### src/rtl/addr_sel_pkg.sv
package addr_sel_pkg;
    // Address geometry
    localparam int ADDR_W  = 16;
    localparam int DEC_LSB = 10;                       // lowest decoded bit
    localparam int OCT_W   = 3;                        // primary decoder code width
    localparam int N_PRI   = 1 << OCT_W;               // primary slices
    localparam int UP_W    = 1;                        // upper decoder code width
    localparam int N_UP    = 1 << UP_W;                // upper RAM halves
    localparam int STRAP_W = N_PRI + N_UP;
    localparam int SUB_W   = ADDR_W - 1 - OCT_W - DEC_LSB;

    // Sub-page codes inside the I/O slice
    localparam logic [SUB_W-1:0] SUB_KBD = 2'b10;
    localparam logic [SUB_W-1:0] SUB_VID = 2'b11;

    // Registered select bundle, active low
    typedef struct packed {
        logic rom_n;
        logic kbd_n;
        logic vid_n;
        logic ram_n;
    } sel_t;

    localparam sel_t SEL_IDLE = '{rom_n: 1'b1, kbd_n: 1'b1, vid_n: 1'b1, ram_n: 1'b1};
endpackage

### src/rtl/addr_code_decoder.sv
module addr_code_decoder #(
    parameter int CODE_W = 3,
    localparam int N_OUT = 1 << CODE_W
) (
    input  logic              en_n,
    input  logic [CODE_W-1:0] code,
    output logic [N_OUT-1:0]  y_n
);
    // One active-low output per code; all high when disabled
    for (genvar i = 0; i < N_OUT; i++) begin : g_out
        assign y_n[i] = !(!en_n && (code == CODE_W'(i)));
    end
endmodule

### src/rtl/addr_strap_mask.sv
module addr_strap_mask #(
    parameter int N = 8
) (
    input  logic [N-1:0] dec_n,
    input  logic [N-1:0] strap,
    output logic [N-1:0] link_n
);
    // A broken strap leaves its line floating high (inactive)
    for (genvar i = 0; i < N; i++) begin : g_link
        assign link_n[i] = strap[i] ? dec_n[i] : 1'b1;
    end
endmodule

### src/rtl/addr_region_map.sv
module addr_region_map
    import addr_sel_pkg::*;
#(
    parameter int ROM_SLICES = 3,
    parameter int IO_SLICE   = 3
) (
    input  logic [N_PRI-1:0] slice_n,
    input  logic [N_UP-1:0]  upper_n,
    input  logic [SUB_W-1:0] sub,
    input  logic             rd_n,
    output logic             rom_hit,
    output logic             kbd_hit,
    output logic             vid_hit,
    output logic             ram_hit
);
    logic io_hit;

    always_comb begin
        rom_hit = 1'b0;
        ram_hit = 1'b0;
        for (int i = 0; i < N_PRI; i++) begin
            if (!slice_n[i]) begin
                if (i < ROM_SLICES) begin
                    rom_hit = 1'b1;
                end else if (i > IO_SLICE) begin
                    ram_hit = 1'b1;
                end
            end
        end
        for (int j = 0; j < N_UP; j++) begin
            if (!upper_n[j]) begin
                ram_hit = 1'b1;
            end
        end
        io_hit  = !slice_n[IO_SLICE];
        kbd_hit = io_hit && (sub == SUB_KBD) && !rd_n;
        vid_hit = io_hit && (sub == SUB_VID);
    end
endmodule

### src/rtl/addr_select_decoder.sv
module addr_select_decoder
    import addr_sel_pkg::*;
#(
    parameter int ROM_SLICES = 3,
    parameter int IO_SLICE   = 3
) (
    input  logic               clk,
    input  logic               rst_n,
    input  logic [ADDR_W-1:0]  addr,
    input  logic               rd_n,
    input  logic               ras_n,
    input  logic [STRAP_W-1:0] strap,
    output logic               rom_sel_n,
    output logic               kbd_sel_n,
    output logic               vid_sel_n,
    output logic               ram_sel_n
);
    logic [N_PRI-1:0] pri_dec_n;
    logic [N_PRI-1:0] pri_link_n;
    logic [N_UP-1:0]  up_dec_n;
    logic [N_UP-1:0]  up_link_n;
    logic             pri_en_n;
    logic             up_en_n;
    logic             rom_hit, kbd_hit, vid_hit, ram_hit;
    logic             unused_low_bits;
    sel_t             sel_d, sel_q;

    // Bits below the decode window never take part
    assign unused_low_bits = ^addr[DEC_LSB-1:0];

    // Lower half: enabled by A15 low together with the row strobe
    assign pri_en_n = addr[ADDR_W-1] | ras_n;
    // Upper half: enabled by A15 high together with the row strobe
    assign up_en_n  = !addr[ADDR_W-1] | ras_n;

    addr_code_decoder #(.CODE_W(OCT_W)) u_pri_dec (
        .en_n (pri_en_n),
        .code (addr[ADDR_W-2 -: OCT_W]),
        .y_n  (pri_dec_n)
    );

    addr_code_decoder #(.CODE_W(UP_W)) u_up_dec (
        .en_n (up_en_n),
        .code (addr[ADDR_W-2 -: UP_W]),
        .y_n  (up_dec_n)
    );

    addr_strap_mask #(.N(N_PRI)) u_pri_mask (
        .dec_n  (pri_dec_n),
        .strap  (strap[N_PRI-1:0]),
        .link_n (pri_link_n)
    );

    addr_strap_mask #(.N(N_UP)) u_up_mask (
        .dec_n  (up_dec_n),
        .strap  (strap[STRAP_W-1:N_PRI]),
        .link_n (up_link_n)
    );

    addr_region_map #(
        .ROM_SLICES (ROM_SLICES),
        .IO_SLICE   (IO_SLICE)
    ) u_map (
        .slice_n (pri_link_n),
        .upper_n (up_link_n),
        .sub     (addr[DEC_LSB +: SUB_W]),
        .rd_n    (rd_n),
        .rom_hit (rom_hit),
        .kbd_hit (kbd_hit),
        .vid_hit (vid_hit),
        .ram_hit (ram_hit)
    );

    always_comb begin
        sel_d       = SEL_IDLE;
        sel_d.rom_n = !rom_hit;
        sel_d.kbd_n = !kbd_hit;
        sel_d.vid_n = !vid_hit;
        sel_d.ram_n = !ram_hit;
    end

    always_ff @(posedge clk) begin
        if (!rst_n) begin
            sel_q <= SEL_IDLE;
        end else begin
            sel_q <= sel_d;
        end
    end

    assign rom_sel_n = sel_q.rom_n;
    assign kbd_sel_n = sel_q.kbd_n;
    assign vid_sel_n = sel_q.vid_n;
    assign ram_sel_n = sel_q.ram_n;
endmodule

### config.mk
export PLATFORM = sky130hd
export DESIGN_NAME = addr_select_decoder
export DESIGN_NICKNAME = d
export VERILOG_FILES = /design/src/rtl/addr_sel_pkg.sv /design/src/rtl/addr_code_decoder.sv /design/src/rtl/addr_strap_mask.sv /design/src/rtl/addr_region_map.sv /design/src/rtl/addr_select_decoder.sv
export SDC_FILE = /design/constraint.sdc
export NUM_CORES = 1
export LEC_CHECK = 0
export BUFFER_PORTS_ARGS = -buffer_cell sky130_fd_sc_hd__buf_2
export CAP_MARGIN = 5
export CORE_AREA = 2 2 39 41
export CTS_CLUSTER_SIZE = 28
export DETAILED_ROUTE_END_ITERATION = 10
export DIE_AREA = 0 0 41 43
export PLACE_DENSITY = 0.52
export SETUP_SLACK_MARGIN = 0.05
export SLEW_MARGIN = 20
export SYNTH_ARGS = -nofsm -noshare
export SYNTH_HDL_FRONTEND = slang
export SYNTH_SLANG_ARGS = --single-unit
### constraint.sdc
create_clock -name clk -period 0.8 [get_ports clk]
set_clock_uncertainty 0.1 [all_clocks]
set_input_delay 0.08 -clock clk [delete_from_list [all_inputs] [get_ports clk]]
set_output_delay 0.08 -clock clk [all_outputs]
set_load 0.05 [all_outputs]
==> reports/results.tsv <==
stage	metric	value	unit
place	place_ws	-0.124	ns
global_routing	grt_pass1_wl	841	microns
clock_tree	cts_tree	done	
global_routing	use_met3	0.524	%
logic_synthesis	yosysSeqAreaShare	40.8	%
final_layout	final_nets	80	
setup_path	critical-path-top-delay-family	flip-flops	
timing	setup_viol	4	
logic_synthesis	avgSynthCellArea	9.35	sq um
floorplan	ios	34	
global_routing	grt_overflow_total	0	
place	hpwl	493	microns
job	max_cap_violations	0	
setup_path	path_cells	buf_8	
timing	relSlewSlack	76.5	%
pwr	p_per_area	1360	nW/um^2
global_routing	grtUsageMet1	6.73	%
pwr	total_power	0.563	mW
logic_synthesis	synth_xor_area_share	0	%
timing	slew_violations	0	
hold_path	min_from	addr[10]	
setup_path	startpoint	vid_sel_n	
timing	tightest_slew	0.351	ns
hold_path	hp-class	input pin to register	
clock_tree	ctsLongestPathBuffers	2	
final_layout	fin_util	29.8	%
setup_path	worstPathMaxFanout	1	
pwr	seq_power_share	36.7	%
global_routing	antenna_found_initial	0	
logic_synthesis	synthCells	21	
logic_synthesis	ys.flop_type	dfxtp_1	
global_routing	top_usage_layer	met4	
clock_tree	htree_num_levels	1	
logic_synthesis	syn_nets	51	
pwr	p_int	0.436	mW
place	placed_cell_area	350	sq um
clock_tree	root_buffer	clkbuf_4	
logic_synthesis	yosys.area_share.adder	0	%
logic_synthesis	synth_most_common_cell	dfxtp_1	
floorplan	row_count	14	
place	dp_cells	61	
clock_tree	clock_sinks	4	
final_layout	antenna_cells	0	
logic_synthesis	synth_common_cells	4 x dfxtp_1, 3 x mux2i_1, 2 x nand2_1, 2 x nand3_1, 2 x nor3b_1	
timing	hold_slack	-0.0579	ns
drt	dr.pass1.iters	3	
timing	min_period	0.870	ns
setup_path	max_stage_delay	0.32	ns
clock_tree	clk_pin_slew	0.04	ns
floorplan	die_h	43	microns
pwr	clockPowerShare	43.4	%
final_layout	fin_area	413	sq um
drt	first_iter_violations	1	
drt	wl_per_cell	8.53	microns
setup_path	cp.arrival	0.69	ns
run_status	violations	negative hold slack, negative setup slack	
setup_path	crit_path_end_kind	output pin	
setup_path	criticalPathCategory	register to output pin	
global_routing	grt_max_degree	6	
final_layout	areaGrowthSynthToFinish	110	%
setup_path	worst-path-buf-inv	1	
timing	fin_crit_sh	109	%
floorplan	core	1380	sq um
final_layout	drive_gt1_share	68.8	%
pwr	swShare	22.6	%
pwr	p_sw	0.127	mW
run_status	status	complete, but fails checks	
logic_synthesis	synth.top_cell.area_share	40.8	%
global_routing	gr-usage-all-layers	7.92	%
logic_synthesis	synth_async_sr_flop_share	0	%
clock_tree	cts_buffers	3	
drt	vias	254	
global_routing	use_met2	11.3	%
floorplan	start_util	14.2	%
logic_synthesis	syn-cell-area	196	sq um
final_layout	fillers	155	
logic_synthesis	synth-simple-area-share	31.8	%
pwr	power.leakage	0.192	nW
global_routing	grt_pass1_vias	239	
logic_synthesis	ys_types	13	
logic_synthesis	yosysTopAreaCell	dfxtp_1	
place	gp_congestion	0.681	
logic_synthesis	yosysWarnings	0	
timing	fmax	1150	MHz
floorplan	die_area	1760	sq um
drt	via_per_inst	3.97	
logic_synthesis	synth_area_leaders	dfxtp_1 41%, mux2i_1 15%, nor3b_1 7.6%	
logic_synthesis	synth_top_family_by_area	simple AND/OR/NAND/NOR gates	
clock_tree	postCtsSetupBuffers	0	
timing	finalSetupTns	-0.271	ns
pwr	comb_power_share	20.0	%
final_layout	stdcell_count	64	
drt	ant_nets	0	
floorplan	die_x	41	microns
place	portBuffers	23	
setup_path	critPathSlowestCell	dfxtp_2	
pwr	max-vdd-ir-drop	0.372	mV
logic_synthesis	ys_ff_latch	4	
logic_synthesis	synth_compound_area_share	12.1	%
timing	rsz0062_at_grt	true	
drt	drc	0	
drt	totalWireLength	546	microns
logic_synthesis	synth_edf_count	0	
setup_path	critPathRequiredTime	0.62	ns
setup_path	start_kind	register	
timing	hold_viol_final	4	
timing	setup_ws	-0.0698	ns
logic_synthesis	muxShareOfSynthArea	15.3	%
-- layout by cell type (no fill, tap or decap) --
cell type,count
a21oi_1,1
and4_2,1
buf_2,19
buf_4,1
buf_8,4
clkbuf_4,3
dfxtp_2,4
mux2i_1,3
nand2_1,2
nand3_1,2
nand3b_1,1
nor2_1,1
nor3b_1,2
nor4b_2,1
o21ai_0,1
o21ai_1,1
o311ai_1,1
-- cells by family (layout without fill, tap and decap cells) --
family / after synthesis / after routing
multiplexers: 3 / 3
AO/OA/AOI/OAI: 4 / 4
flip-flops: 4 / 4
AND/OR/NAND/NOR: 10 / 10
buffers and inverters: 0 / 27
-- cell type report --
class,count,area [sq um],area share (%)
repair buffers,24,163,39.4
clock buffers,3,22.5,5.45
multi-input cells,17,123,29.7
flip-flops and latches,4,85.1,20.6
well taps,16,20.0,4.85
-- registers in the layout, indices dropped and copies added, names as in the netlist --
signal	flops
rom_sel_n	1
vid_sel_n	1
ram_sel_n	1
kbd_sel_n	1
-- layer usage --
metal | routed length, microns | up-vias
met5 | 0 | -
met4 | 19 | 0
met3 | 53 | 2
met2 | 289 | 16
met1 | 183 | 100
li1 | - | 136
-- power by group through the flow --
stage                     Combinational, mW  Sequential (mW)  Clock (mW)
after floorplan                      0.0287            0.220           0
after global placement                0.106            0.208           0
after detailed placement              0.108            0.208           0
after CTS                             0.115            0.206       0.257
after global routing                  0.126            0.206       0.266
final                                 0.112            0.206       0.244
-- timing repair --
action	4_1_cts	5_1_grt
resized for setup	12	0
endpoints found under the hold margin	4	3
pin swaps	0	0
setup endpoints to repair	4	4
-- path summary, 6_finish.rpt --
kind                     to  cells past startpoint
hold / removal    vid_sel_n                      2
setup / recovery  vid_sel_n                      1
Note: power is estimated with default switching activity, not from simulation.
